## config.mk

```make
export PLATFORM = sky130hd
export DESIGN_NAME = sg_desc_gen
export DESIGN_NICKNAME = d
export VERILOG_FILES = /design/src/rtl/sg_desc_pkg.sv /design/src/rtl/sg_desc_ctrl.sv /design/src/rtl/sg_desc_dp.sv /design/src/rtl/sg_desc_gen.sv
export SDC_FILE = /design/constraint.sdc
export NUM_CORES = 1
export LEC_CHECK = 0
export BUFFER_PORTS_ARGS = -buffer_cell sky130_fd_sc_hd__buf_2
export CAP_MARGIN = 0
export CORE_UTILIZATION = 60
export CTS_CLUSTER_DIAMETER = 200
export CTS_CLUSTER_SIZE = 25
export DETAILED_ROUTE_END_ITERATION = 6
export PLACE_DENSITY = 0.82
export SLEW_MARGIN = 15
export SYNTH_ARGS = -nofsm -noshare
export SYNTH_HDL_FRONTEND = slang
export SYNTH_SLANG_ARGS = --single-unit
```

## constraint.sdc

```tcl
create_clock -name clk -period 16.4 [get_ports clk]
set_input_delay 0.82 -clock clk [delete_from_list [all_inputs] [get_ports clk]]
set_output_delay 0.82 -clock clk [all_outputs]
set_load 0.02 [all_outputs]
```

## src/rtl/sg_desc_pkg.sv

```systemverilog
package sg_desc_pkg;

  typedef enum logic [2:0] {
    S_ACCEPT,
    S_ADDRW,
    S_CNTW,
    S_DRAIN,
    S_FINISH
  } ctlState_t;

  // strobes from control to datapath
  typedef struct packed {
    logic loadSeg;
    logic chkAlign;
    logic wrAddrWord;
    logic wrCntWord;
    logic fixup;
    logic markFull;
    logic clearList;
  } dpCtl_t;

  // conditions from datapath to control
  typedef struct packed {
    logic inLenZero;
    logic pieceDone;
    logic full;
    logic lastSeg;
    logic alt;
    logic okay;
  } dpStat_t;

endpackage

```

## src/rtl/sg_desc_ctrl.sv

```systemverilog
module sg_desc_ctrl
  import sg_desc_pkg::*;
(
  input  logic    clk,
  input  logic    rstN,
  input  logic    segValid,
  input  logic    segLast,
  input  dpStat_t st,
  output dpCtl_t  ctl,
  output logic    segReady,
  output logic    done
);

  ctlState_t state, nextState;

  always_ff @(posedge clk) begin
    if (!rstN) state <= S_ACCEPT;
    else       state <= nextState;
  end

  always_comb begin
    ctl       = '0;
    nextState = state;
    segReady  = 1'b0;
    done      = 1'b0;
    unique case (state)
      S_ACCEPT: begin
        segReady = 1'b1;
        if (segValid) begin
          ctl.loadSeg  = 1'b1;
          ctl.chkAlign = 1'b1;
          if (st.inLenZero) nextState = segLast ? S_FINISH : S_ACCEPT;
          else              nextState = S_ADDRW;
        end
      end
      S_ADDRW: begin
        if (st.full) begin
          ctl.markFull = 1'b1;
          nextState    = st.lastSeg ? S_FINISH : S_DRAIN;
        end else begin
          ctl.wrAddrWord = 1'b1;
          nextState      = S_CNTW;
        end
      end
      S_CNTW: begin
        ctl.wrCntWord = 1'b1;
        if (st.pieceDone) nextState = st.lastSeg ? S_FINISH : S_ACCEPT;
        else              nextState = S_ADDRW;
      end
      S_DRAIN: begin
        segReady = 1'b1;
        if (segValid) begin
          ctl.chkAlign = 1'b1;
          if (segLast) nextState = S_FINISH;
        end
      end
      S_FINISH: begin
        done          = 1'b1;
        ctl.fixup     = !st.alt && st.okay;
        ctl.clearList = 1'b1;
        nextState     = S_ACCEPT;
      end
      default: nextState = S_ACCEPT;
    endcase
  end

endmodule

```

## src/rtl/sg_desc_dp.sv

```systemverilog
module sg_desc_dp
  import sg_desc_pkg::*;
#(
  parameter int MAX_ENTRIES = 16,
  parameter int ADDR_W      = 5,
  parameter int CNT_W       = 5
) (
  input  logic              clk,
  input  logic              rstN,
  input  dpCtl_t            ctl,
  input  logic              altMode,
  input  logic [31:0]       segAddr,
  input  logic [31:0]       segLen,
  input  logic              segLast,
  output dpStat_t           st,
  output logic              wrEn,
  output logic [ADDR_W-1:0] wrAddr,
  output logic [31:0]       wrData,
  output logic              okay,
  output logic [CNT_W-1:0]  entryCount,
  output logic              tooSmall,
  output logic              emptyTable,
  output logic              alignErr
);

  localparam logic [CNT_W-1:0] CNT_ONE   = CNT_W'(1);
  localparam logic [CNT_W-1:0] CNT_LIMIT = CNT_W'(MAX_ENTRIES);
  localparam logic [16:0]      SPAN64K   = 17'h10000;
  localparam logic [16:0]      SPAN32K   = 17'h08000;
  localparam logic [31:0]      END_FLAG  = 32'h8000_0000;

  logic [31:0]       curAddr, remLen, lastVal;
  logic [CNT_W-1:0]  count;
  logic [ADDR_W-1:0] lastIdx;
  logic              alignSticky, fullSticky, altReg, lastSegReg, firstSeg;

  logic [16:0]       toEdge, rawPiece, pieceLen, quarterM1;
  logic [31:0]       cntWord;
  logic [ADDR_W-1:0] addrIdx, cntIdx;
  logic              modeNow, misIn;

  // piece sizing: distance to the next 64 KB edge, capped by what is left
  always_comb begin
    toEdge    = SPAN64K - {1'b0, curAddr[15:0]};
    rawPiece  = (remLen < {15'b0, toEdge}) ? remLen[16:0] : toEdge;
    // a whole 64 KB piece in standard mode goes out as two 32 KB halves
    pieceLen  = (!altReg && rawPiece == SPAN64K) ? SPAN32K : rawPiece;
    quarterM1 = {2'b0, pieceLen[16:2]} - 17'd1;
    cntWord   = altReg ? {quarterM1[15:0], 16'h0000} : {16'h0000, pieceLen[15:0]};
    addrIdx   = {count[ADDR_W-2:0], 1'b0};
    cntIdx    = {count[ADDR_W-2:0], 1'b1};
  end

  assign modeNow = firstSeg ? altMode : altReg;
  assign misIn   = modeNow ? ((|segAddr[1:0]) | (|segLen[1:0]))
                           : (segAddr[0] | segLen[0]);

  always_ff @(posedge clk) begin
    if (!rstN) begin
      curAddr     <= '0;
      remLen      <= '0;
      lastVal     <= '0;
      count       <= '0;
      lastIdx     <= '0;
      alignSticky <= 1'b0;
      fullSticky  <= 1'b0;
      altReg      <= 1'b0;
      lastSegReg  <= 1'b0;
      firstSeg    <= 1'b1;
    end else begin
      if (ctl.chkAlign) begin
        altReg   <= modeNow;
        firstSeg <= 1'b0;
        if (misIn) alignSticky <= 1'b1;
      end
      if (ctl.loadSeg) begin
        curAddr    <= segAddr;
        remLen     <= segLen;
        lastSegReg <= segLast;
      end
      if (ctl.wrCntWord) begin
        curAddr <= curAddr + {15'b0, pieceLen};
        remLen  <= remLen - {15'b0, pieceLen};
        count   <= count + CNT_ONE;
        lastIdx <= cntIdx;
        lastVal <= cntWord;
      end
      if (ctl.markFull) fullSticky <= 1'b1;
      if (ctl.clearList) begin
        count       <= '0;
        alignSticky <= 1'b0;
        fullSticky  <= 1'b0;
        firstSeg    <= 1'b1;
      end
    end
  end

  // write port
  always_comb begin
    wrEn   = ctl.wrAddrWord | ctl.wrCntWord | ctl.fixup;
    wrAddr = addrIdx;
    wrData = curAddr;
    if (ctl.wrCntWord) begin
      wrAddr = cntIdx;
      wrData = cntWord;
    end else if (ctl.fixup) begin
      wrAddr = lastIdx;
      wrData = lastVal | END_FLAG;
    end
  end

  // result
  assign okay       = (count != '0) && !fullSticky;
  assign entryCount = okay ? count : '0;
  assign tooSmall   = fullSticky;
  assign emptyTable = (count == '0) && !fullSticky;
  assign alignErr   = alignSticky;

  assign st.inLenZero = (segLen == '0);
  assign st.pieceDone = (remLen == {15'b0, pieceLen});
  assign st.full      = (count == CNT_LIMIT);
  assign st.lastSeg   = lastSegReg;
  assign st.alt       = altReg;
  assign st.okay      = okay;

endmodule

```

## src/rtl/sg_desc_gen.sv

```systemverilog
module sg_desc_gen
  import sg_desc_pkg::*;
#(
  parameter int MAX_ENTRIES = 16,
  localparam int ADDR_W     = $clog2(2 * MAX_ENTRIES),
  localparam int CNT_W      = $clog2(MAX_ENTRIES + 1)
) (
  input  logic              clk,
  input  logic              rstN,
  input  logic              altMode,
  input  logic              segValid,
  output logic              segReady,
  input  logic [31:0]       segAddr,
  input  logic [31:0]       segLen,
  input  logic              segLast,
  output logic              wrEn,
  output logic [ADDR_W-1:0] wrAddr,
  output logic [31:0]       wrData,
  output logic              done,
  output logic              okay,
  output logic [CNT_W-1:0]  entryCount,
  output logic              tooSmall,
  output logic              emptyTable,
  output logic              alignErr
);

  dpCtl_t  ctl;
  dpStat_t st;

  sg_desc_ctrl uCtrl (
    .clk      (clk),
    .rstN     (rstN),
    .segValid (segValid),
    .segLast  (segLast),
    .st       (st),
    .ctl      (ctl),
    .segReady (segReady),
    .done     (done)
  );

  sg_desc_dp #(
    .MAX_ENTRIES (MAX_ENTRIES),
    .ADDR_W      (ADDR_W),
    .CNT_W       (CNT_W)
  ) uDp (
    .clk        (clk),
    .rstN       (rstN),
    .ctl        (ctl),
    .altMode    (altMode),
    .segAddr    (segAddr),
    .segLen     (segLen),
    .segLast    (segLast),
    .st         (st),
    .wrEn       (wrEn),
    .wrAddr     (wrAddr),
    .wrData     (wrData),
    .okay       (okay),
    .entryCount (entryCount),
    .tooSmall   (tooSmall),
    .emptyTable (emptyTable),
    .alignErr   (alignErr)
  );

endmodule

```

==> After elaboration in Yosys (flattened, before gate mapping) <==
Index checks and enable logic that the tools add are counted.
{ "totals": {"elab_cells": 85, "regBits": 113, "input_bits": 69} }
{ "classes": {"reduce_logical": 17, "order_cmp": 1, "muxes": 36, "n_eq_ne": 10, "bitwise": 5, "n_addsub": 5} }
{ "op_table": {"columns": ["cell", "n"], "rows": [
  ["$mux 32", 7],
  ["$mux 17", 2],
  ["$add 32x17->32", 1],
  ["$eq 32x17->1", 1],
  ["$logic_not 32->1", 1],
  ["$lt 32x17->1", 1],
  ["$sub 32x17->32", 1],
  ["$mux 3", 9],
  ["$eq 17x17->1 const B", 1],
  ["$sub 17x16->17 const A", 1],
  ["$sub 15x1->16 const B", 1],
  ["$mux 5", 3],
  ["$mux 1", 12],
  ["$pmux 3 s4", 1],
  ["$reduce_or 2->1", 4],
  ["$eq 3x2->1 const B", 2],
  ["$ne 2x2->1 const B", 3],
  ["$add 5x1->5 const B", 1],
  ["$eq 5x5->1 const B", 1],
  ["$logic_not 5->1", 1],
  ["$reduce_bool 5->1", 1],
  ["$logic_and 1x1->1", 4],
  ["$or 1x1->1", 4],
  ["$eq 3x1->1 const B", 1],
  ["other kinds (9)", 10]
]} }

==> Longest topological paths before layout <==
Gate-level depths: netlist of the first run.
{ "logic_depth": {"depth_word": 9, "mapped_depth": 26, "depth_no_buf": 25} }

==> Cells and area by module <==
From an unflattened synthesis of the first run, not the netlist that was laid out.
{ "hier_totals": {"hier_cells": 1214, "hier_area_um2": 9482.8} }
{ "modules_own_cells": {"columns": ["mod", "cells_each", "n_inst", "area_per_inst_um2"], "rows": [
  ["sg_desc_dp", 1177, 1, 9186.3],
  ["sg_desc_ctrl", 37, 1, 296.5]
]} }

==> Worst setup path before layout of the first run <==
OpenSTA, ideal clock, no wires.
{ "synth_timing": {"path_type": "reg2out", "from": "reg uDp.curAddr[0]", "to": "out wrData[28]", "required_time_ns": 15.580, "path_stages_with_launch": 25, "path_slack_ns": 9.612, "t_arrival_ns": 5.968, "cell_sequence": "dfxtp_1 > inv_1 > ha_1 > nor3b_2 > nand4b_1 > or3_1 > xor2_1 > inv_1 > ha_1 > a21oi_1 > nor2_1 > a211oi_1 > or3b_2 > a21oi_2 > buf_4 > nor2_1 > a21oi_1 > ha_1 > nand2_1 > or3_1 > or3b_2 > a211oi_1 > a41o_1 > xor2_1 > o221ai_1"} }
{ "synth_between": {"elab_chain_len": 9} }
{ "synth_rtl": {"columns": ["element", "line", "text"], "rows": [
  ["start: declaration", "sg_desc_dp.sv:32", "logic [31:0] curAddr, remLen, lastVal;"],
  ["start signal: assignment", "sg_desc_dp.sv:77", "curAddr <= segAddr;"],
  ["start signal: assignment", "sg_desc_dp.sv:82", "curAddr <= curAddr + {15'b0, pieceLen};"],
  ["$sub 17x16->17 (*)", "sg_desc_dp.sv:44", "toEdge = SPAN64K - {1'b0, curAddr[15:0]};"],
  ["$lt 32x17->1", "sg_desc_dp.sv:45", "rawPiece = (remLen < {15'b0, toEdge}) ? remLen[16:0] : toEdge;"],
  ["$mux 17 (*)", "sg_desc_dp.sv:45", null],
  ["$eq 17x17->1", "sg_desc_dp.sv:47", "pieceLen = (!altReg && rawPiece == SPAN64K) ? SPAN32K : rawPiece;"],
  ["$logic_and 1x1->1", "sg_desc_dp.sv:47", null],
  ["$mux 17 (*)", "sg_desc_dp.sv:47", null],
  ["$sub 15x1->16 (*)", "sg_desc_dp.sv:48", "quarterM1 = {2'b0, pieceLen[16:2]} - 17'd1;"],
  ["$mux 32 (*)", "sg_desc_dp.sv:49", "cntWord = altReg ? {quarterM1[15:0], 16'h0000} : {16'h0000, pieceLen[15:0]};"],
  ["$mux 32 (*)", "sg_desc_dp.sv:103", "if (ctl.wrCntWord) begin"],
  ["end: declaration", "sg_desc_gen.sv:18", "output logic [31:0] wrData,"]
]} }
Every way passes the cells marked *; elsewhere a longest branch is shown, timed or not.

==> Worst setup path in the final report of the first run <==
{ "layout_timing": {"from": "reg uDp.curAddr[1]", "to": "out wrData[28]"} }
The elaborated chain is that of the path after synthesis.

==> impl_metrics.tcl, run 1 <==
set metrics [dict create \
    outcome "complete, but fails checks" \
    failed_checks "design-rule violations" \
    finalWeightedCongestion 0.9456 \
    worst_pin_slew_ns 0.9991 \
    place.detailed.hpwl_um 21390 \
    post-route-drc-count 2 \
    detail_route.iter0.violations 1338 \
    cts_made_buffers 17 \
    place_inst 1497 \
    synth_top_area_cell "dfxtp_1" \
    buffer_ports.inserted 117 \
    critPathMaxFanout 14 \
    final-hold-violation-count 0 \
    finish.cell_count_without_fillers 1529 \
    dominantRegCellSynth "dfxtp_1" \
    seq_area_frac_synth 0.2434 \
    n_antenna_cell 0 \
    slew_violations 0 \
    period_needed_ns 8.715 \
    grt_max_degree 68 \
    clk_latency_ns 0.42 \
    drv_cap 0 \
    die_height_um 126.5 \
    die_area_mm2 0.01599 \
    wl_per_cell_um 19.56 \
    final_min_period_over_clock_period 0.5314 \
    tritoncts "yes" \
    postCtsHoldBufs 0 \
    synth.distinct_cells 84 \
    clk_tree_root_cell "clkbuf_16" \
    grt_first_pass_wirelength_um 47360 \
    synth.most_common_cell "nand2_1" \
    netlist_area_mm2 0.009293 \
    postSynth.asyncResetShare 0 \
    critPathKind "flop to output port" \
    layout-drive-gt1-share 0.1447 \
    area_of_the_core_mm2 0.01515 \
    number_of_global_route_vias_before_repair 8958 \
    final_net_count 1456 \
    critical_path_required_ns 15.58 \
    setup.worst_path.start_class "flop" \
    postCtsSetupRepairBufs 0 \
    cellLeakagePower_nw 4.523 \
    routed_via_density 6.659 \
    cts.repair.resized 0 \
    synth_edf_count 0 \
    syn_to_final_growth_pct 13.21 \
    start_util 0.6135 \
    gr-total-overflow 0 \
    critPathArrivalTime_ns 7.89 \
    synth.avg_cell_area_um2 7.375 \
    yosys-top-cells-count "176 x nand2_1, 123 x nor2_1, 113 x dfxtp_1" \
    yosys-top-cells-area "dfxtp_1 24%, ha_1 7.7%, nand2_1 7.1%" \
    drt_pre_antenna_iters 7 \
    grt_setup_unrepaired "no" \
    cts.htree.levels 4 \
    setup_viol_count_final 0 \
    synth.top_cell.area_share 0.2434 \
    chipWidth_um 126.5 \
    syn-num-nets 1388 \
    placementRows 45 \
    max-clock-path-buffers 2 \
    clock-sinks 113 \
    vias 10180 \
    routed_wl_um 29910 \
    cell_area_power_density_mw_per_mm2 165.1 \
    vdd_drop_max_mv 0.1005 \
    worst_setup_path_end_kind "output port" \
    ys_seq_elements 113 \
    cts.clk_slew.worst_paths_ns 0.06 \
    detail-route-antenna-nets 0 \
    tightest_slew_margin_relative_to_the_limit 0.3149 \
    track_usage 0.3755 \
    skew_ns 0.008081 \
    clock.fmax_mhz 114.7 \
    postSynthCellCount 1260 \
    grt_antenna_before_repair 2 \
    setup_tns_ns 0 \
    design.portCount 118 \
    synthesis.yosys.warnings 0 \
    hp-class "flop to flop" \
]
[registers in the layout, summed over array words and instances, names as in the netlist]
signal / count
uDp.lastIdx: 5
uDp.lastSegReg: 1
uDp.alignErr: 1
uDp.count: 5
uDp.firstSeg: 1
uCtrl.state: 3
uDp.curAddr: 32
uDp.tooSmall: 1
uDp.altReg: 1
uDp.remLen: 32
uDp.lastVal: 31
[stage by stage]
stage                     utilization  area (um^2)  hold WS (ns)  total power [mW]  worst slack, ns
after global placement         0.6534         9896        0.4405             1.297            8.614
after CTS                      0.6946        10520        0.4564             1.712            7.865
after detailed placement       0.6534         9896        0.4487             1.309            8.338
after floorplan                     -         9293        0.4329             1.078            9.612
after global routing           0.6946        10520        0.4714             1.843            7.065
final                          0.6946        10520        0.4550             1.736            7.685
[cell families (layout without fill, tap and decap cells)]
group	count (synthesis)	count (layout)	share of synthesized area
adders and majority gates	59	59	0.08106
xor gates and xnor gates	55	55	0.05184
muxes	32	32	0.03824
DFF	113	113	0.2434
buffers and inverters	128	209	0.05493
AOI/OAI and AO/OA	355	355	0.2580
and+or+nand+nor	518	518	0.2725
[worst paths after layout]
check / from / end / slack [ns] / cells after the start
min: uDp.lastVal[14]$_SDFFE_PN0P_ / uDp.lastVal[14]$_SDFFE_PN0P_ / 0.45 / 2
min reg2reg: uDp.lastVal[14]$_SDFFE_PN0P_ / uDp.lastVal[14]$_SDFFE_PN0P_ / 0.45 / 2
max: uDp.curAddr[1]$_SDFFE_PN0P_ / wrData[28] / 7.69 / 20
max reg2reg: uDp.curAddr[1]$_SDFFE_PN0P_ / uDp.remLen[25]$_SDFFE_PN0P_ / 8.15 / 20
[area by class of cell]
type                       instances  area [um^2]
timing repair buffer             129        675.6
clock inverter                    13        171.4
inverter                          48        180.2
fill                            1314         4626
clock buffer                      19        452.9
sequential                       113         2262
tap                              188        235.2
multi-input combinational       1019         6543
[worst max-delay path, stage by stage, from the launching register on]
cell       delay [ns]
dfxtp_1          0.41
nor4_1           0.72
nand2_1          0.49
or3_1            0.49
xor2_1           0.23
inv_1            0.08
ha_1             0.32
nand4_1          0.14
a2111oi_0        0.76
or3b_2           0.31
a21o_1           0.66
mux2i_1          0.52
ha_1             0.35
nand2_1          0.12
or3_1            0.39
or3b_2           0.49
a211oi_1         0.27
a41o_1           0.24
xor2_1           0.09
o221ai_1         0.20
buf_2            0.20
[layer usage]
layer | track usage | wire, um
met5 | 0 | 13
met2 | 0.5577 | 12820
met4 | 0.1502 | 1062
met1 | 0.5162 | 12660
met3 | 0.09869 | 3348
[where the power goes]
group	total (mW)	internal [mW]	switching (mW)
clock network	0.396	0.250	0.146
logic	0.971	0.367	0.605
registers	0.369	0.309	0.0604
[layout by cell type (no fill, tap or decap), drive strengths merged, types with 13 or more instances in the layout]
cell	instances
nor2	123
mux2i	26
a21oi	95
or3	30
a21o	17
buf	129
a311oi	15
ha	57
xor2	24
nor4	21
clkbuf	19
o21ai	54
o21a	13
o211ai	21
a31oi	18
nor3	22
nand3	53
a22oi	31
dfxtp	113
nand2	176
inv	54
xnor2	31
Note: power is estimated with default switching activity, not from simulation.
==> run 2, diff against run 1 <==
clock period = 8.8 ns   (was 16.4 ns; I/O delays follow)
==> impl_metrics.tcl, run 2 (synthesis gave the netlist of run 1 again) <==
set metrics [dict create \
    post-route-drc-count 0 \
    multi_input_comb_area_mm2 0.006543 \
    finalWeightedCongestion 0.9410 \
    critPathKind "flop to output port" \
    setup_viol_count_final 0 \
    postCtsHoldBufs 0 \
    slew_violations 0 \
    detail_route.iter0.violations 1308 \
    die_height_um 126.5 \
    chipWidth_um 126.5 \
    outcome "completed" \
    grt_max_degree 75 \
    detail-route-antenna-nets 0 \
    mostFrequentLayoutCell "nand2_1" \
    num-fill-cells 1324 \
    max-clock-path-buffers 2 \
    area_of_the_core_mm2 0.01515 \
    cell_area_power_density_mw_per_mm2 305.0 \
    layout_common_cells "176 x nand2_1, 123 x nor2_1, 117 x buf_2" \
    final_min_period_over_clock_period 0.9189 \
    cpMostUsedCell "ha_1" \
    placementRows 45 \
    cts.htree.levels 4 \
    die_area_mm2 0.01599 \
    grt_first_pass_wirelength_um 47090 \
    layout-drive-gt1-share 0.1457 \
    final_net_count 1460 \
    clk_tree_root_cell "clkbuf_16" \
    clk_latency_ns 0.43 \
    skew_ns 0.01375 \
    finish.cell_count_without_fillers 1533 \
    hp-class "input port to flop" \
    grt_antenna_before_repair 1 \
    post-layout-total-power_mw 3.204 \
    vias 10260 \
    start_util 0.6135 \
    postCtsSetupRepairBufs 0 \
    n_antenna_cell 0 \
    area_of_all_placed_cells_without_fillers_mm2 0.01051 \
    worst_setup_path_end_kind "output port" \
    routed_wl_um 29960 \
    drt_pre_antenna_iters 6 \
    wl_per_cell_um 19.54 \
    reg_top3 "uDp.curAddr x32, uDp.remLen x32, uDp.lastVal x31" \
    clock-sinks 113 \
    final-hold-violation-count 0 \
    cts_made_buffers 17 \
    place_inst 1501 \
    worst_pin_slew_ns 0.8999 \
    place.detailed.hpwl_um 21470 \
    drv_cap 0 \
    top_delay_family_on_crit_path "simple AND/OR/NAND/NOR gates" \
    cp_num_buf_inv 4 \
    tritoncts "yes" \
    crit_slowest_cell "a2111oi_0" \
    buffer_ports.inserted 117 \
    critical-path-max-stage-delay_ns 0.71 \
    tightest_slew_margin_relative_to_the_limit 0.3983 \
    setup.worst_path.start_class "flop" \
    critPathMaxFanout 14 \
    cts.clk_slew.worst_paths_ns 0.06 \
    dpl-instance-area_mm2 0.009926 \
    grt_setup_unrepaired "no" \
    critical_path_required_ns 8.36 \
    track_usage 0.3727 \
    routed_via_density 6.695 \
    gr-total-overflow 0 \
    critPathArrivalTime_ns 7.65 \
    crit_chain "inv_1 > ha_1 > nor3b_2 > nand4b_1 > or3_1 > xor2_1 > inv_1 > ha_1 > nand4_1 > a2111oi_0 > or3b_2 > a21o_1 > buf_4 > mux2i_1 > ha_1 > nand2_1 > or3_1 > or3b_2 > a211oi_1 > a41o_1 > xor2_1 > o221ai_1 > buf_2" \
    vdd_drop_max_mv 0.1777 \
    period_needed_ns 8.086 \
    cellLeakagePower_nw 4.517 \
    syn_to_final_growth_pct 13.05 \
    cts.repair.resized 0 \
    setup_tns_ns 0 \
    area.sequential_mm2 0.002262 \
    number_of_global_route_vias_before_repair 9011 \
    design.portCount 118 \
    clock.fmax_mhz 123.7 \
]
run 2: cell count changes in the layout (fill, tap and decap cells not counted):
cell / previous run / this run
buf_4: 12 / 16
inv_6: 6 / 3
clkbuf_1: 0 / 2
clkinv_2: 1 / 3
bufinv_16: 3 / 2
clkbuf_8: 2 / 1
clkinvlp_4: 2 / 3
run 2: metrics by stage:
step / hold slack [ns] / worst slack (ns) / utilization
after detailed placement: 0.4470 / 1.201 / 0.6553
after global placement: 0.4390 / 1.559 / 0.6553
final: 0.2514 / 0.7137 / 0.6936
after floorplan: 0.4329 / 2.092 / -
after global routing: 0.2741 / 0.3489 / 0.6936
after CTS: 0.2503 / 0.8985 / 0.6936
run 2: worst paths after layout:
check                                                 start  depth (start not counted)  slack [ns]                           end
worst max-delay path            uDp.curAddr[0]$_SDFFE_PN0P_                         23        0.71                    wrData[28]
worst min-delay path                            segAddr[22]                          3        0.25  uDp.curAddr[22]$_SDFFE_PN0P_
worst max register to register  uDp.curAddr[0]$_SDFFE_PN0P_                         23        0.91   uDp.remLen[25]$_SDFFE_PN0P_
worst min register to register  uDp.lastIdx[4]$_SDFFE_PN0P_                          2        0.45   uDp.lastIdx[4]$_SDFFE_PN0P_
run 2: layout make-up:
type / count / area share
Multi-Input combinational cell: 1019 / 0.6228
Sequential cell: 113 / 0.2153
Timing Repair Buffer: 133 / 0.06717
Clock buffer: 20 / 0.04252
Tap cell: 188 / 0.02239
Inverter: 48 / 0.01715
Clock inverter: 12 / 0.01263
run 2: report_power, final:
part / total (mW) / internal, mW / switching (mW)
registers: 0.692 / 0.576 / 0.116
logic: 1.82 / 0.693 / 1.13
clock network: 0.694 / 0.425 / 0.269
run 2: metal layers:
| layer | global-route usage | part of all wire | up-vias |
|---|---|---|---|
| met2 | 0.5580 | 0.43 | 597 |
| met4 | 0.1644 | 0.031 | 2 |
| met5 | 0 | 0.00043 | - |
| li1 | - | - | 4800 |
| met3 | 0.08815 | 0.11 | 83 |
| met1 | 0.5089 | 0.42 | 4782 |
run 2: worst min-delay path: stages:
cell,delay [ns]
buf_2,0.09
nand2_1,0.04
a21oi_1,0.05
==> run 3, diff against run 2 <==
GPL_TIMING_DRIVEN = 0   (was not set)
==> impl_metrics.tcl, run 3 (synthesis gave the netlist of run 1 again) <==
set metrics [dict create \
    design.portCount 118 \
    worst_pin_slew_ns 1.255 \
    worst_setup_path_end_kind "output port" \
    grt_setup_unrepaired "no" \
    mostFrequentLayoutCell "nand2_1" \
    num-fill-cells 1305 \
    drt_pre_antenna_iters 7 \
    wl_met1_um 13520 \
    top_layer_used "met5" \
    area_of_the_core_mm2 0.01515 \
    met2_wirelength_um 14740 \
    cpMostUsedCell "ha_1" \
    n_antenna_cell 0 \
    vdd_drop_max_mv 0.1873 \
    slew_violations 0 \
    detail_route.iter0.violations 1697 \
    die_height_um 126.5 \
    post-route-drc-count 1 \
    grt_antenna_before_repair 0 \
    area_of_all_placed_cells_without_fillers_mm2 0.01075 \
    finalWeightedCongestion 0.9780 \
    syn_to_final_growth_pct 15.71 \
    buffer_ports.inserted 117 \
    critPathMaxFanout 10 \
    dpl-instance-area_mm2 0.01011 \
    track_usage 0.4436 \
    layout_common_cells "176 x nand2_1, 123 x nor2_1, 120 x buf_2" \
    final.setup.worst_slack_ns 0.4228 \
    layout-drive-gt1-share 0.1322 \
    reg_top3 "uDp.curAddr x32, uDp.remLen x32, uDp.lastVal x31" \
    outcome "complete, but fails checks" \
    finish.utilization 0.7100 \
    chipWidth_um 126.5 \
    cellLeakagePower_nw 4.579 \
    critical-path-max-stage-delay_ns 0.56 \
    clk_tree_root_cell "clkbuf_16" \
    clock-sinks 113 \
    grt_max_degree 17 \
    vias 10850 \
    critPathKind "flop to output port" \
    place_ws_ns 0.6546 \
    final_min_period_over_clock_period 0.9520 \
    place.detailed.hpwl_um 26370 \
    postCtsSetupRepairBufs 0 \
    die_area_mm2 0.01599 \
    clk_latency_ns 0.43 \
    tightest_slew_margin_relative_to_the_limit 0.1392 \
    tritoncts "yes" \
    crit_slowest_cell "or3b_2" \
    critPathArrivalTime_ns 7.94 \
    number_of_global_route_vias_before_repair 9573 \
    period_needed_ns 8.377 \
    setup.worst_path.start_class "flop" \
    setup_viol_count_final 0 \
    routed_wl_um 35750 \
    cts_made_buffers 17 \
    routed-wl-met3_um 5250 \
    cts.htree.levels 4 \
    detail-route-antenna-nets 0 \
    critical_path_required_ns 8.36 \
    cell_area_power_density_mw_per_mm2 310.1 \
    cts.clk_slew.worst_paths_ns 0.06 \
    setup_tns_ns 0 \
    start_util 0.6135 \
    gr-total-overflow 0 \
    failed_checks "design-rule violations" \
    routed_via_density 6.804 \
    drv_cap 0 \
    skew_ns 0.008763 \
    max-clock-path-buffers 2 \
    clock.fmax_mhz 119.4 \
    final_net_count 1524 \
    wl_per_cell_um 22.42 \
    hp-class "input port to flop" \
    grt_first_pass_wirelength_um 53810 \
    placementRows 45 \
    final-hold-violation-count 0 \
]
## run 3: cell types whose count changed in the layout (fill, tap and decap cells not counted), sizes merged
cell	previous run	this run
clkbuf	20	91
buf	133	128
inv	51	48
clkinvlp	3	1
bufinv	2	3
## run 3: final timing paths
| check | startpoint | to | slack [ns] | cells past startpoint |
|---|---|---|---|---|
| max reg2reg | uDp.curAddr[0]$_SDFFE_PN0P_ | uDp.remLen[24]$_SDFFE_PN0P_ | 0.60 | 26 |
| max | uDp.curAddr[0]$_SDFFE_PN0P_ | wrData[28] | 0.42 | 25 |
| min | segAddr[22] | uDp.curAddr[22]$_SDFFE_PN0P_ | 0.25 | 3 |
| min reg2reg | uDp.lastVal[13]$_SDFFE_PN0P_ | uDp.lastVal[13]$_SDFFE_PN0P_ | 0.45 | 2 |
## run 3: through the flow
stage                     std cells  hold WS (ns)  power [mW]
after global placement         1565        0.4402       2.471
final                          1595        0.2453       3.334
after CTS                      1595        0.2544       3.240
after floorplan                1260        0.4329       2.009
after detailed placement       1565        0.4489       2.506
after global routing           1595        0.2628       3.491
## run 3: layout make-up
type                            count  area, um^2  area share
Sequential cell                   113        2262      0.2104
Multi-Input combinational cell   1019        6546      0.6088
Buffer                             80       330.3     0.03072
Tap cell                          188       235.2     0.02188
Clock inverter                      8       128.9     0.01199
Inverter                           48       180.2     0.01676
Clock buffer                       22       484.2     0.04503
Timing Repair Buffer              117       585.6     0.05446
## run 3: metal layers
metal,GRT usage,vias to the layer above
met5,0,-
met4,0.2644,2
met3,0.1257,161
met2,0.6516,865
met1,0.5780,4896
li1,-,4929
## run 3: what timing repair did
item | in CTS | in global routing
endpoints found under the setup margin | 0 | 6
hold buffers | 0 | 0
gates resized for setup | 0 | 5
## run 3: power breakdown
group | internal, mW | leakage [nW] | switching [mW]
Clock | 0.473 | 0.298 | 0.264
Sequential | 0.576 | 0.924 | 0.0889
Combinational | 0.698 | 3.36 | 1.23
## run 3: critical path, delay by kind of cell, from the launching register on
| family | cells | cell delay (ns) |
|---|---|---|
| adders and majority gates | 3 | 0.94 |
| DFF | 1 | 0.39 |
| buffers and inverters | 4 | 0.73 |
| AOI/OAI and AO/OA | 7 | 2.03 |
| xor gates and xnor gates | 2 | 0.37 |
| and+or+nand+nor | 9 | 3.03 |
